## config.mk

```make
export PLATFORM = sky130hd
export DESIGN_NAME = dram_refresh_seq
export DESIGN_NICKNAME = d
export VERILOG_FILES = /design/src/rtl/dram_refresh_pkg.sv /design/src/rtl/cbr_strobe_seq.sv /design/src/rtl/refresh_pacer.sv /design/src/rtl/dram_refresh_seq.sv
export SDC_FILE = /design/constraint.sdc
export NUM_CORES = 1
export LEC_CHECK = 0
export ABC_AREA = 0
export BUFFER_PORTS_ARGS = -buffer_cell sky130_fd_sc_hd__clkbuf_2
export CAP_MARGIN = 20
export CORE_MARGIN = 10
export CORE_UTILIZATION = 66
export CTS_CLUSTER_SIZE = 8
export DETAILED_ROUTE_END_ITERATION = 10
export GPL_ROUTABILITY_DRIVEN = 0
export GPL_TIMING_DRIVEN = 0
export MAX_ROUTING_LAYER = met4
export PLACE_DENSITY = 0.87
export SETUP_SLACK_MARGIN = 0.15
export SLEW_MARGIN = 20
export SYNTH_ARGS = -nofsm -noshare
export SYNTH_HDL_FRONTEND = slang
export SYNTH_SLANG_ARGS = --single-unit
```

## constraint.sdc

```tcl
create_clock -name clk -period 3.84 [get_ports clk]
set_input_delay 0.768 -clock clk [delete_from_list [all_inputs] [get_ports clk]]
set_output_delay 0.768 -clock clk [all_outputs]
set_load 0.03 [all_outputs]
```

## src/rtl/dram_refresh_pkg.sv

```systemverilog
package dram_refresh_pkg;

    typedef enum logic [1:0] {
        TOP_PAUSE,
        TOP_WAKE,
        TOP_IDLE,
        TOP_REFRESH
    } top_state_e;

    typedef enum logic [1:0] {
        SQ_IDLE,
        SQ_SETUP,
        SQ_LOW,
        SQ_PRE
    } seq_state_e;

    typedef struct packed {
        logic ras_n;
        logic cas_n;
    } strobe_t;

    // ceiling conversion of a time limit to clock cycles, at least one
    function automatic int ns_to_cycles(input int ns, input int clk_ns);
        int c;
        c = (ns + clk_ns - 1) / clk_ns;
        return (c < 1) ? 1 : c;
    endfunction

    function automatic int max2(input int a, input int b);
        return (a > b) ? a : b;
    endfunction

endpackage

```

## src/rtl/cbr_strobe_seq.sv

```systemverilog
module cbr_strobe_seq
    import dram_refresh_pkg::*;
#(
    parameter int N_CSR = 1,
    parameter int N_CHR = 1,
    parameter int N_RAS = 5,
    parameter int N_RP  = 3
) (
    input  logic    clk,
    input  logic    rst,
    input  logic    start,
    output strobe_t strobe,
    output logic    busy,
    output logic    done
);
    localparam int N_LOW = max2(N_RAS, N_CHR);
    localparam int N_TOP = max2(max2(N_CSR, N_LOW), N_RP);
    localparam int CW    = $clog2(N_TOP + 1);

    seq_state_e    state, nxt;
    logic [CW-1:0] cnt, nxt_cnt;
    logic          fin;
    strobe_t       nxt_strobe;

    always_comb begin
        nxt     = state;
        nxt_cnt = cnt + CW'(1);
        fin     = 1'b0;
        case (state)
            SQ_IDLE: begin
                nxt_cnt = '0;
                if (start) nxt = SQ_SETUP;
            end
            SQ_SETUP: if (cnt == CW'(N_CSR - 1)) begin
                nxt     = SQ_LOW;
                nxt_cnt = '0;
            end
            SQ_LOW: if (cnt == CW'(N_LOW - 1)) begin
                nxt     = SQ_PRE;
                nxt_cnt = '0;
            end
            SQ_PRE: if (cnt == CW'(N_RP - 1)) begin
                nxt     = SQ_IDLE;
                nxt_cnt = '0;
                fin     = 1'b1;
            end
            default: nxt = SQ_IDLE;
        endcase
        nxt_strobe.ras_n = (nxt != SQ_LOW);
        nxt_strobe.cas_n = !((nxt == SQ_SETUP) ||
                             ((nxt == SQ_LOW) && (nxt_cnt < CW'(N_CHR))));
    end

    always_ff @(posedge clk) begin
        if (rst) begin
            state  <= SQ_IDLE;
            cnt    <= '0;
            strobe <= '1;
            done   <= 1'b0;
        end else begin
            state  <= nxt;
            cnt    <= nxt_cnt;
            strobe <= nxt_strobe;
            done   <= fin;
        end
    end

    assign busy = (state != SQ_IDLE);


    cas_before_ras_chk: assert property (@(posedge clk) disable iff (rst)
        $fell(strobe.ras_n) |-> !strobe.cas_n);

endmodule

```

## src/rtl/refresh_pacer.sv

```systemverilog
module refresh_pacer
    import dram_refresh_pkg::*;
#(
    parameter int N_INT       = 40,
    parameter int N_LIMIT     = 600,
    parameter int BACKLOG_MAX = 8
) (
    input  logic clk,
    input  logic rst,
    input  logic run,
    input  logic served,
    output logic pending,
    output logic urgent,
    output logic stale
);
    localparam int IW = $clog2(N_INT + 1);
    localparam int LW = $clog2(N_LIMIT + 1);
    localparam int BW = $clog2(BACKLOG_MAX + 2);

    logic [IW-1:0] int_cnt;
    logic [LW-1:0] stale_cnt;
    logic [BW-1:0] backlog;
    logic [BW:0]   sum;
    logic          tick;

    assign tick = run && (int_cnt == IW'(N_INT - 1));
    assign sum  = ({1'b0, backlog} + {{BW{1'b0}}, tick}) - {{BW{1'b0}}, served};

    always_ff @(posedge clk) begin
        if (rst || !run) begin
            int_cnt   <= '0;
            backlog   <= '0;
            stale_cnt <= '0;
        end else begin
            int_cnt <= tick ? '0 : int_cnt + IW'(1);
            if (sum > (BW + 1)'(BACKLOG_MAX)) backlog <= BW'(BACKLOG_MAX);
            else                              backlog <= sum[BW-1:0];
            if (served)                             stale_cnt <= '0;
            else if (stale_cnt != LW'(N_LIMIT))     stale_cnt <= stale_cnt + LW'(1);
        end
    end

    assign pending = (backlog != '0);
    assign urgent  = (backlog == BW'(BACKLOG_MAX));
    assign stale   = (stale_cnt == LW'(N_LIMIT));


    backlog_bound_chk: assert property (@(posedge clk) disable iff (rst)
        backlog <= BW'(BACKLOG_MAX));


    stale_clear_chk: assert property (@(posedge clk) disable iff (rst)
        served |=> !stale);

endmodule

```

## src/rtl/dram_refresh_seq.sv

```systemverilog
module dram_refresh_seq
    import dram_refresh_pkg::*;
#(
    parameter int CLK_NS       = 10,
    parameter int PWRUP_NS     = 200000,
    parameter int WAKE_CYCLES  = 8,
    parameter int REF_INT_NS   = 15625,
    parameter int REF_LIMIT_NS = 16000000,
    parameter int TCSR_NS      = 5,
    parameter int TCHR_NS      = 10,
    parameter int TRAS_NS      = 50,
    parameter int TRP_NS       = 30,
    parameter int BACKLOG_MAX  = 8
) (
    input  logic clk,
    input  logic rst,
    input  logic host_req,
    input  logic host_busy,
    output logic host_grant,
    output logic init_done,
    output logic ras_n,
    output logic lcas_n,
    output logic ucas_n,
    output logic we_n
);
    localparam int N_PWR   = ns_to_cycles(PWRUP_NS, CLK_NS);
    localparam int N_INT   = ns_to_cycles(REF_INT_NS, CLK_NS);
    localparam int N_LIMIT = ns_to_cycles(REF_LIMIT_NS, CLK_NS);
    localparam int N_CSR   = ns_to_cycles(TCSR_NS, CLK_NS);
    localparam int N_CHR   = ns_to_cycles(TCHR_NS, CLK_NS);
    localparam int N_RAS   = ns_to_cycles(TRAS_NS, CLK_NS);
    localparam int N_RP    = ns_to_cycles(TRP_NS, CLK_NS);
    localparam int PW      = $clog2(N_PWR + 1);
    localparam int WW      = $clog2(WAKE_CYCLES + 1);

    top_state_e    state, nxt;
    logic [PW-1:0] pwr_cnt;
    logic [WW-1:0] wake_cnt;
    logic          grant_q, grant_d, init_q, init_d;
    logic          seq_start, seq_busy, seq_done, served;
    logic          pending, urgent, stale, blocked;
    strobe_t       strobe;

    cbr_strobe_seq #(
        .N_CSR(N_CSR), .N_CHR(N_CHR), .N_RAS(N_RAS), .N_RP(N_RP)
    ) i_seq (
        .clk(clk), .rst(rst), .start(seq_start),
        .strobe(strobe), .busy(seq_busy), .done(seq_done)
    );

    assign served = seq_done && (state == TOP_REFRESH);

    refresh_pacer #(
        .N_INT(N_INT), .N_LIMIT(N_LIMIT), .BACKLOG_MAX(BACKLOG_MAX)
    ) i_pacer (
        .clk(clk), .rst(rst), .run(init_q), .served(served),
        .pending(pending), .urgent(urgent), .stale(stale)
    );

    assign blocked = host_busy || grant_q;

    always_comb begin
        nxt       = state;
        seq_start = 1'b0;
        grant_d   = 1'b0;
        init_d    = init_q;
        case (state)
            TOP_PAUSE: if (pwr_cnt == PW'(N_PWR - 1)) nxt = TOP_WAKE;
            TOP_WAKE: begin
                if (seq_done && (wake_cnt == WW'(WAKE_CYCLES - 1))) begin
                    nxt    = TOP_IDLE;
                    init_d = 1'b1;
                end else if (!seq_busy) begin
                    seq_start = 1'b1;
                end
            end
            TOP_IDLE: begin
                if (blocked) begin
                    nxt = TOP_IDLE;
                end else if (stale) begin
                    nxt    = TOP_WAKE;
                    init_d = 1'b0;
                end else if (pending && (urgent || !host_req)) begin
                    nxt       = TOP_REFRESH;
                    seq_start = 1'b1;
                end else if (host_req) begin
                    grant_d = 1'b1;
                end
            end
            TOP_REFRESH: if (seq_done) nxt = TOP_IDLE;
            default: nxt = TOP_PAUSE;
        endcase
    end

    always_ff @(posedge clk) begin
        if (rst) begin
            state    <= TOP_PAUSE;
            pwr_cnt  <= '0;
            wake_cnt <= '0;
            grant_q  <= 1'b0;
            init_q   <= 1'b0;
        end else begin
            state   <= nxt;
            grant_q <= grant_d;
            init_q  <= init_d;
            if (state == TOP_PAUSE) pwr_cnt <= pwr_cnt + PW'(1);
            if (state != TOP_WAKE)  wake_cnt <= '0;
            else if (seq_done)      wake_cnt <= wake_cnt + WW'(1);
        end
    end

    assign host_grant = grant_q;
    assign init_done  = init_q;
    assign ras_n      = strobe.ras_n;
    assign lcas_n     = strobe.cas_n;
    assign ucas_n     = strobe.cas_n;
    assign we_n       = 1'b1;


    grant_needs_init_chk: assert property (@(posedge clk) disable iff (rst)
        host_grant |-> init_done);


    grant_pulse_chk: assert property (@(posedge clk) disable iff (rst)
        host_grant |=> !host_grant);


    grant_strobes_idle_chk: assert property (@(posedge clk) disable iff (rst)
        host_grant |-> (ras_n && lcas_n && ucas_n));


    no_start_when_busy_chk: assert property (@(posedge clk) disable iff (rst)
        $fell(lcas_n) |-> !$past(host_busy));

endmodule

```

; ---- Yosys cells after proc, flatten, opt, wreduce, memory -nomap -nowiden
; Index checks and enable logic that the tools add are counted.
[totals]
in_bits = 4
word_cells = 104
reg_bits = 67
output_inout_bits = 6
[op_classes]
bitwise = 2
addsub = 7
n_reduce_logical = 26
mux = 29
eq_ne = 24
magnitude_cmp = 2
[op_table]
columns = operator, count
row1 = $add 21x1->21 const B, 1
row2 = $eq 21x21->1 const B, 1
row3 = $ne 21x21->1 const B, 1
row4 = $mux 2, 10
row5 = $pmux 2 s4, 2
row6 = $add 15x1->15 const B, 1
row7 = $eq 15x15->1 const B, 1
row8 = $pmux 3 s4, 1
row9 = $add 11x1->11 const B, 1
row10 = $eq 11x11->1 const B, 1
row11 = $eq 2x2->1 const B, 5
row12 = $mux 1, 10
row13 = $reduce_or 2->1, 5
row14 = $mux 3, 3
row15 = $ne 2x2->1 const B, 4
row16 = $reduce_and 4->1, 2
row17 = $eq 2x1->1 const B, 3
row18 = $ne 2x1->1 const B, 3
row19 = $add 4x1->5, 1
row20 = $gt 5x4->1 const B, 1
row21 = $logic_and 1x1->1, 5
row22 = $reduce_or 5->1, 1
row23 = $sub 5x1->5, 1
row24 = $add 4x1->4 const B, 1
row25 = 16 further kinds, 25

; ---- Depth between registers and ports, before layout
[depth]
depth_word = 13
mapped_depth = 12
depth_no_buf = 12

; ---- By module
; A second synthesis with hierarchy kept.
[hier_totals]
hier_cells = 400
area_unflattened_um2 = 3554.7
[modules_own_cells]
columns = module, instances, cells_each, seq_area_each_um2, area_each_um2
row1 = refresh_pacer, 1, 220, 720.7, 1898.1
row2 = dram_refresh_seq, 1, 139, 460.4, 1251.2
row3 = cbr_strobe_seq, 1, 41, 160.2, 405.4

; ---- Least setup slack after synthesis
; No wires, ideal clock.
[synth_path]
kind = flip-flop to flip-flop
startpoint = register i_pacer.int_cnt[7]
endpoint = register i_pacer.backlog[3]
path_stages_with_launch = 11
arrival_ns = 2.388
setup_time_ns = 0.115
period_less_slack_ns = 2.503
path_buffers = 0
path_slack_ns = 1.337
required_time_ns = 3.725
path_cell_list = dfxtp_1 > or4b_1 > nor4_2 > ha_1 > inv_1 > fa_1 > nand2b_1 > a21oi_1 > or3_1 > nand3_1 > and2_1
[synth_between]
elab_chain_len = 6
[synth_rtl]
columns = element, line
row1 = "start, declared", refresh_pacer.sv:20  ; logic [IW-1:0] int_cnt;
row2 = "start signal, assigned", refresh_pacer.sv:35  ; int_cnt <= tick ? '0 : int_cnt + IW'(1);
row3 = $eq 11x11->1 (*), refresh_pacer.sv:26  ; assign tick = run && (int_cnt == IW'(N_INT - 1));
row4 = $logic_and 1x1->1 (*), refresh_pacer.sv:26
row5 = $add 4x1->5 (*), refresh_pacer.sv:27  ; assign sum = ({1'b0, backlog} + {{BW{1'b0}}, tick}) - {{BW{1'b0}}, served};
row6 = $sub 5x1->5 (*), refresh_pacer.sv:27
row7 = $gt 5x4->1, refresh_pacer.sv:36  ; if (sum > (BW + 1)'(BACKLOG_MAX)) backlog <= BW'(BACKLOG_MAX);
row8 = $mux 4 (*), refresh_pacer.sv:36
row9 = "end signal, assigned", refresh_pacer.sv:36
row10 = "end signal, assigned", refresh_pacer.sv:37  ; else backlog <= sum[BW-1:0];
row11 = "end, declared", refresh_pacer.sv:22  ; logic [BW-1:0] backlog;
; Every way passes the cells marked *; elsewhere a longest branch is shown, timed or not.
; A chain may end at the register's enable or synchronous reset.

; ---- Worst setup path in the final report
[layout_path]
startpoint = register i_pacer.int_cnt[7]
endpoint = register i_pacer.backlog[0]
[layout_between]
elab_chain_len = 6
[layout_rtl]
columns = element, line
row1 = $eq 11x11->1 (*), refresh_pacer.sv:26
row2 = $logic_and 1x1->1 (*), refresh_pacer.sv:26
row3 = $add 4x1->5 (*), refresh_pacer.sv:27
row4 = $sub 5x1->5 (*), refresh_pacer.sv:27
row5 = $gt 5x4->1, refresh_pacer.sv:36
row6 = $reduce_or 2->1 (no line), --
; Marked as above.

==> run summary <==
Post-CTS timing repair inserted 0 buffers for setup. The first global-routing pass estimated 11000 um of wire. The number of standard-cell rows in the floorplan is 25, and the number of instances in the synthesized netlist is 389. The number of synthesized register bits is 67, and the synthesized net count is 415.

TritonCTS built the clock tree. The count of pins over their slew limit was 0; the critical path required time was 4100 ps. The worst clock skew is 5.12 ps, and the count of boundary I/O pins is 10. The tools report the floorplan core area as 0.00485 mm^2. In the synthesized netlist the dominant register cell turns out to be sky130_fd_sc_hd__dfxtp_1.

Synthesis instantiated 49 different standard cells from the library. The logs give 0.252 mV for the peak supply drop and 0 for the number of resized instances in the post-cts repair step. For this run the aggregate overflow at the end of global routing stands at 0. The run gives 0 as the number of violations of the max-capacitance limit. The largest family of logic cells by synthesized area was simple AND/OR/NAND/NOR gates. The cell area after synthesis is 0.00337 mm^2, and the detailed-route via count is 2660. Measured against its own limit, the worst slew margin works out to 65.7%. The measured slew at the worst slew-check pin came out at 514 ps.

The number of antenna violations at the first check in global routing is 0, and the total number of H-tree levels is 3. After Yosys synthesis, XOR and XNOR cells account for 10.7% of the synthesized area. Class of the most critical hold timing path: flop to flop. The clock-pin slew on the worst setup and hold paths is 70 ps. Highest attainable clock frequency: 350 MHz. Clock tree synthesis inserted a total of 9 buffers. In the finished design, the share of the clock period the worst path needs comes to 74.5%.

In this run the horizontal extent of the chip is 91.5 um. The most common cell in the synthesized netlist is sky130_fd_sc_hd__dfxtp_1. The share of synthesized area in the top cell type comes to 39.8%. The post-route setup TNS was 0 ps. The detailed router finished its first iteration with 145 violations. The number of global-route vias before repair was 2569; the post-synthesis area per instance was 8.66 um^2. In the final routed layout, each cell accounts on average for 13.3 um. The peak fanout along the critical path is 5. Clock tree synthesis selected as its root buffer the cell sky130_fd_sc_hd__clkbuf_8.

The logs give 67 for the number of sinks driven by the clock tree and 0 for the count of antenna diodes in the layout. Summing the areas of all fa, ha and maj instances in the mapped netlist gives 8.39% of the synthesized area. In this run the remaining antenna-violating nets after routing total 0. After synthesis, the share of cell area in mux cells is 1.52%. The logs give 16.2% for the total track usage and 39.8% for the sequential cell area fraction in the yosys report. Dividing the detail-routed via count by the number of cells gives 5.56. Buffers inserted to repair hold after CTS numbered 0. The die covers 0.00836 mm^2.

Of the total synthesized cell area, the portion taken by AND, OR, NAND and NOR gates is 27.2%. Relative to the synthesized area, the layout overhead comes to 8.28%. In the synthesized netlist, the cells that appear most often are sky130_fd_sc_hd__dfxtp_1, sky130_fd_sc_hd__nor2_1, sky130_fd_sc_hd__inv_1.

The worst setup path is captured at a flop. The later pin in the worst-skew pair is clocked with a latency of 340 ps. For this run, design rule violations remaining after detail routing come to 0. The net count of the finished layout was 433; the die span in y was 91.5 um. The logs give 1.24 nW for the reported leakage power and 4560 um for the placed wire-length estimate.

The largest area contributor in the netlist is sky130_fd_sc_hd__dfxtp_1. Compound-cell area share of the yosys netlist: 7.95%. In the final layout, the share of cells above drive strength 1 is 6.81%. The hold violation total from the final report is 0. Yosys attributes the largest share of cell area to sky130_fd_sc_hd__dfxtp_1, sky130_fd_sc_hd__ha_1, sky130_fd_sc_hd__nor2_1, sky130_fd_sc_hd__xnor2_1, sky130_fd_sc_hd__xor2_1. For the number of optimization iterations in the first detailed-route pass, the log shows 4.

The category of the most critical setup path was flop to flop. The flow ran to the end, and the final reports show no timing, DRC or antenna violations. For the maximum clock path buffer count, the log shows 2. The number of warnings issued by yosys was 0; the number of input and output port buffers inserted was 7.

Data arrival time of the critical path: 3120 ps. In this run, synthesis inferred 0 flip-flops with an integrated enable. The power per unit of standard cell area is 368 mW/mm^2. The final period demand of the worst path is 2860 ps, and the share of the core filled with cells in the final layout is 75.3%.

Setup violations remaining at the end of the flow were counted as 0. The routed wire length came out at 6360 um. The worst setup path is launched from a flop.

Largest net degree at the start of global routing: 11. Of all flip-flops after synthesis, the portion carrying an async set or reset was 0%. For this configuration, the core starts out at a cell density of 69.5%. Setup repair after global routing left no endpoint under its margin.
-- report_power, final --
part	total, mW	switching, mW	internal (mW)
sequential	0.728	0.0152	0.713
clock	0.495	0.250	0.245
combinational	0.119	0.0762	0.0431
total	1.34	0.341	1.00
-- worst max-delay path, stage by stage (launching register included) --
cell,delay [ps]
sky130_fd_sc_hd__dfxtp_1,350
sky130_fd_sc_hd__or4b_1,540
sky130_fd_sc_hd__nor4_2,350
sky130_fd_sc_hd__ha_1,230
sky130_fd_sc_hd__inv_1,50
sky130_fd_sc_hd__fa_1,390
sky130_fd_sc_hd__nand2b_1,180
sky130_fd_sc_hd__a21oi_1,200
sky130_fd_sc_hd__or3_1,150
sky130_fd_sc_hd__o2111ai_1,170
sky130_fd_sc_hd__nor2_1,170
-- cells by family (layout without fill, tap and decap cells) --
group / Yosys count / count (layout)
AND/OR/NAND/NOR: 176 / 176
multiplexers: 5 / 5
buffers and inverters: 35 / 57
flip-flops: 67 / 67
XOR/XNOR: 41 / 41
adder cells (fa/ha/maj): 22 / 22
AO/OA/AOI/OAI: 42 / 42
other: 1 / 1
-- per-stage QoR --
step	power, mW	setup WS [ps]	cell area [um^2]	std cells	hold WS, ps
2_1_floorplan	0.830	1340	3370	389	430
3_3_place_gp	0.858	1130	3490	463	444
3_5_place_dp	0.863	1000	3490	463	465
4_1_cts	1.35	986	3650	478	481
5_1_grt	1.40	822	3650	478	509
6_report	1.34	980	3650	478	476
-- registers in the layout, indices dropped and copies added, names as in the netlist --
signal             cells
pwr_cnt               15
init_done              1
i_seq.state            2
i_seq.cnt              3
i_pacer.int_cnt       11
i_pacer.backlog        4
i_seq.done             1
state                  2
wake_cnt               4
i_seq.strobe           2
i_pacer.stale_cnt     21
host_grant             1
-- routing by layer --
| layer | global-route usage [%] | part of all wire, % |
|---|---|---|
| met5 | - | 0 |
| met4 | 7.96 | 2.6 |
| met3 | 4.86 | 4.0 |
| met2 | 25.7 | 47 |
| met1 | 18.0 | 46 |
-- worst paths after layout --
path	startpoint	to	slack, ps	depth (start not counted)
max	i_pacer.int_cnt[7]	i_pacer.backlog[0]	980	10
min	i_pacer.int_cnt[0]	i_pacer.int_cnt[0]	480	1
max reg2reg	i_pacer.int_cnt[7]	i_pacer.backlog[0]	980	10
min reg2reg	i_pacer.int_cnt[0]	i_pacer.int_cnt[0]	480	1
-- layout make-up --
class	instances	area [um^2]
Multi-Input combinational cell	287	1880
Buffer	12	61.3
Sequential cell	67	1340
Clock buffer	12	145
Timing Repair Buffer	7	35.0
Inverter	23	86.3
Tap cell	67	83.8
Clock inverter	3	15.0
Fill cell	336	1200
-- layout by cell type, fill, tap and decap left out, drive strengths merged, types with 5 or more instances in the layout --
master	count
and4	5
nand2b	10
clkbuf	27
a21oi	12
nor3	11
xnor2	21
or3	8
nand2	22
inv	23
ha	21
nand3	17
nand4	11
o21ai	12
xor2	20
nor2	59
and2	10
dfxtp	67
Power figures use the tool's default switching activity.
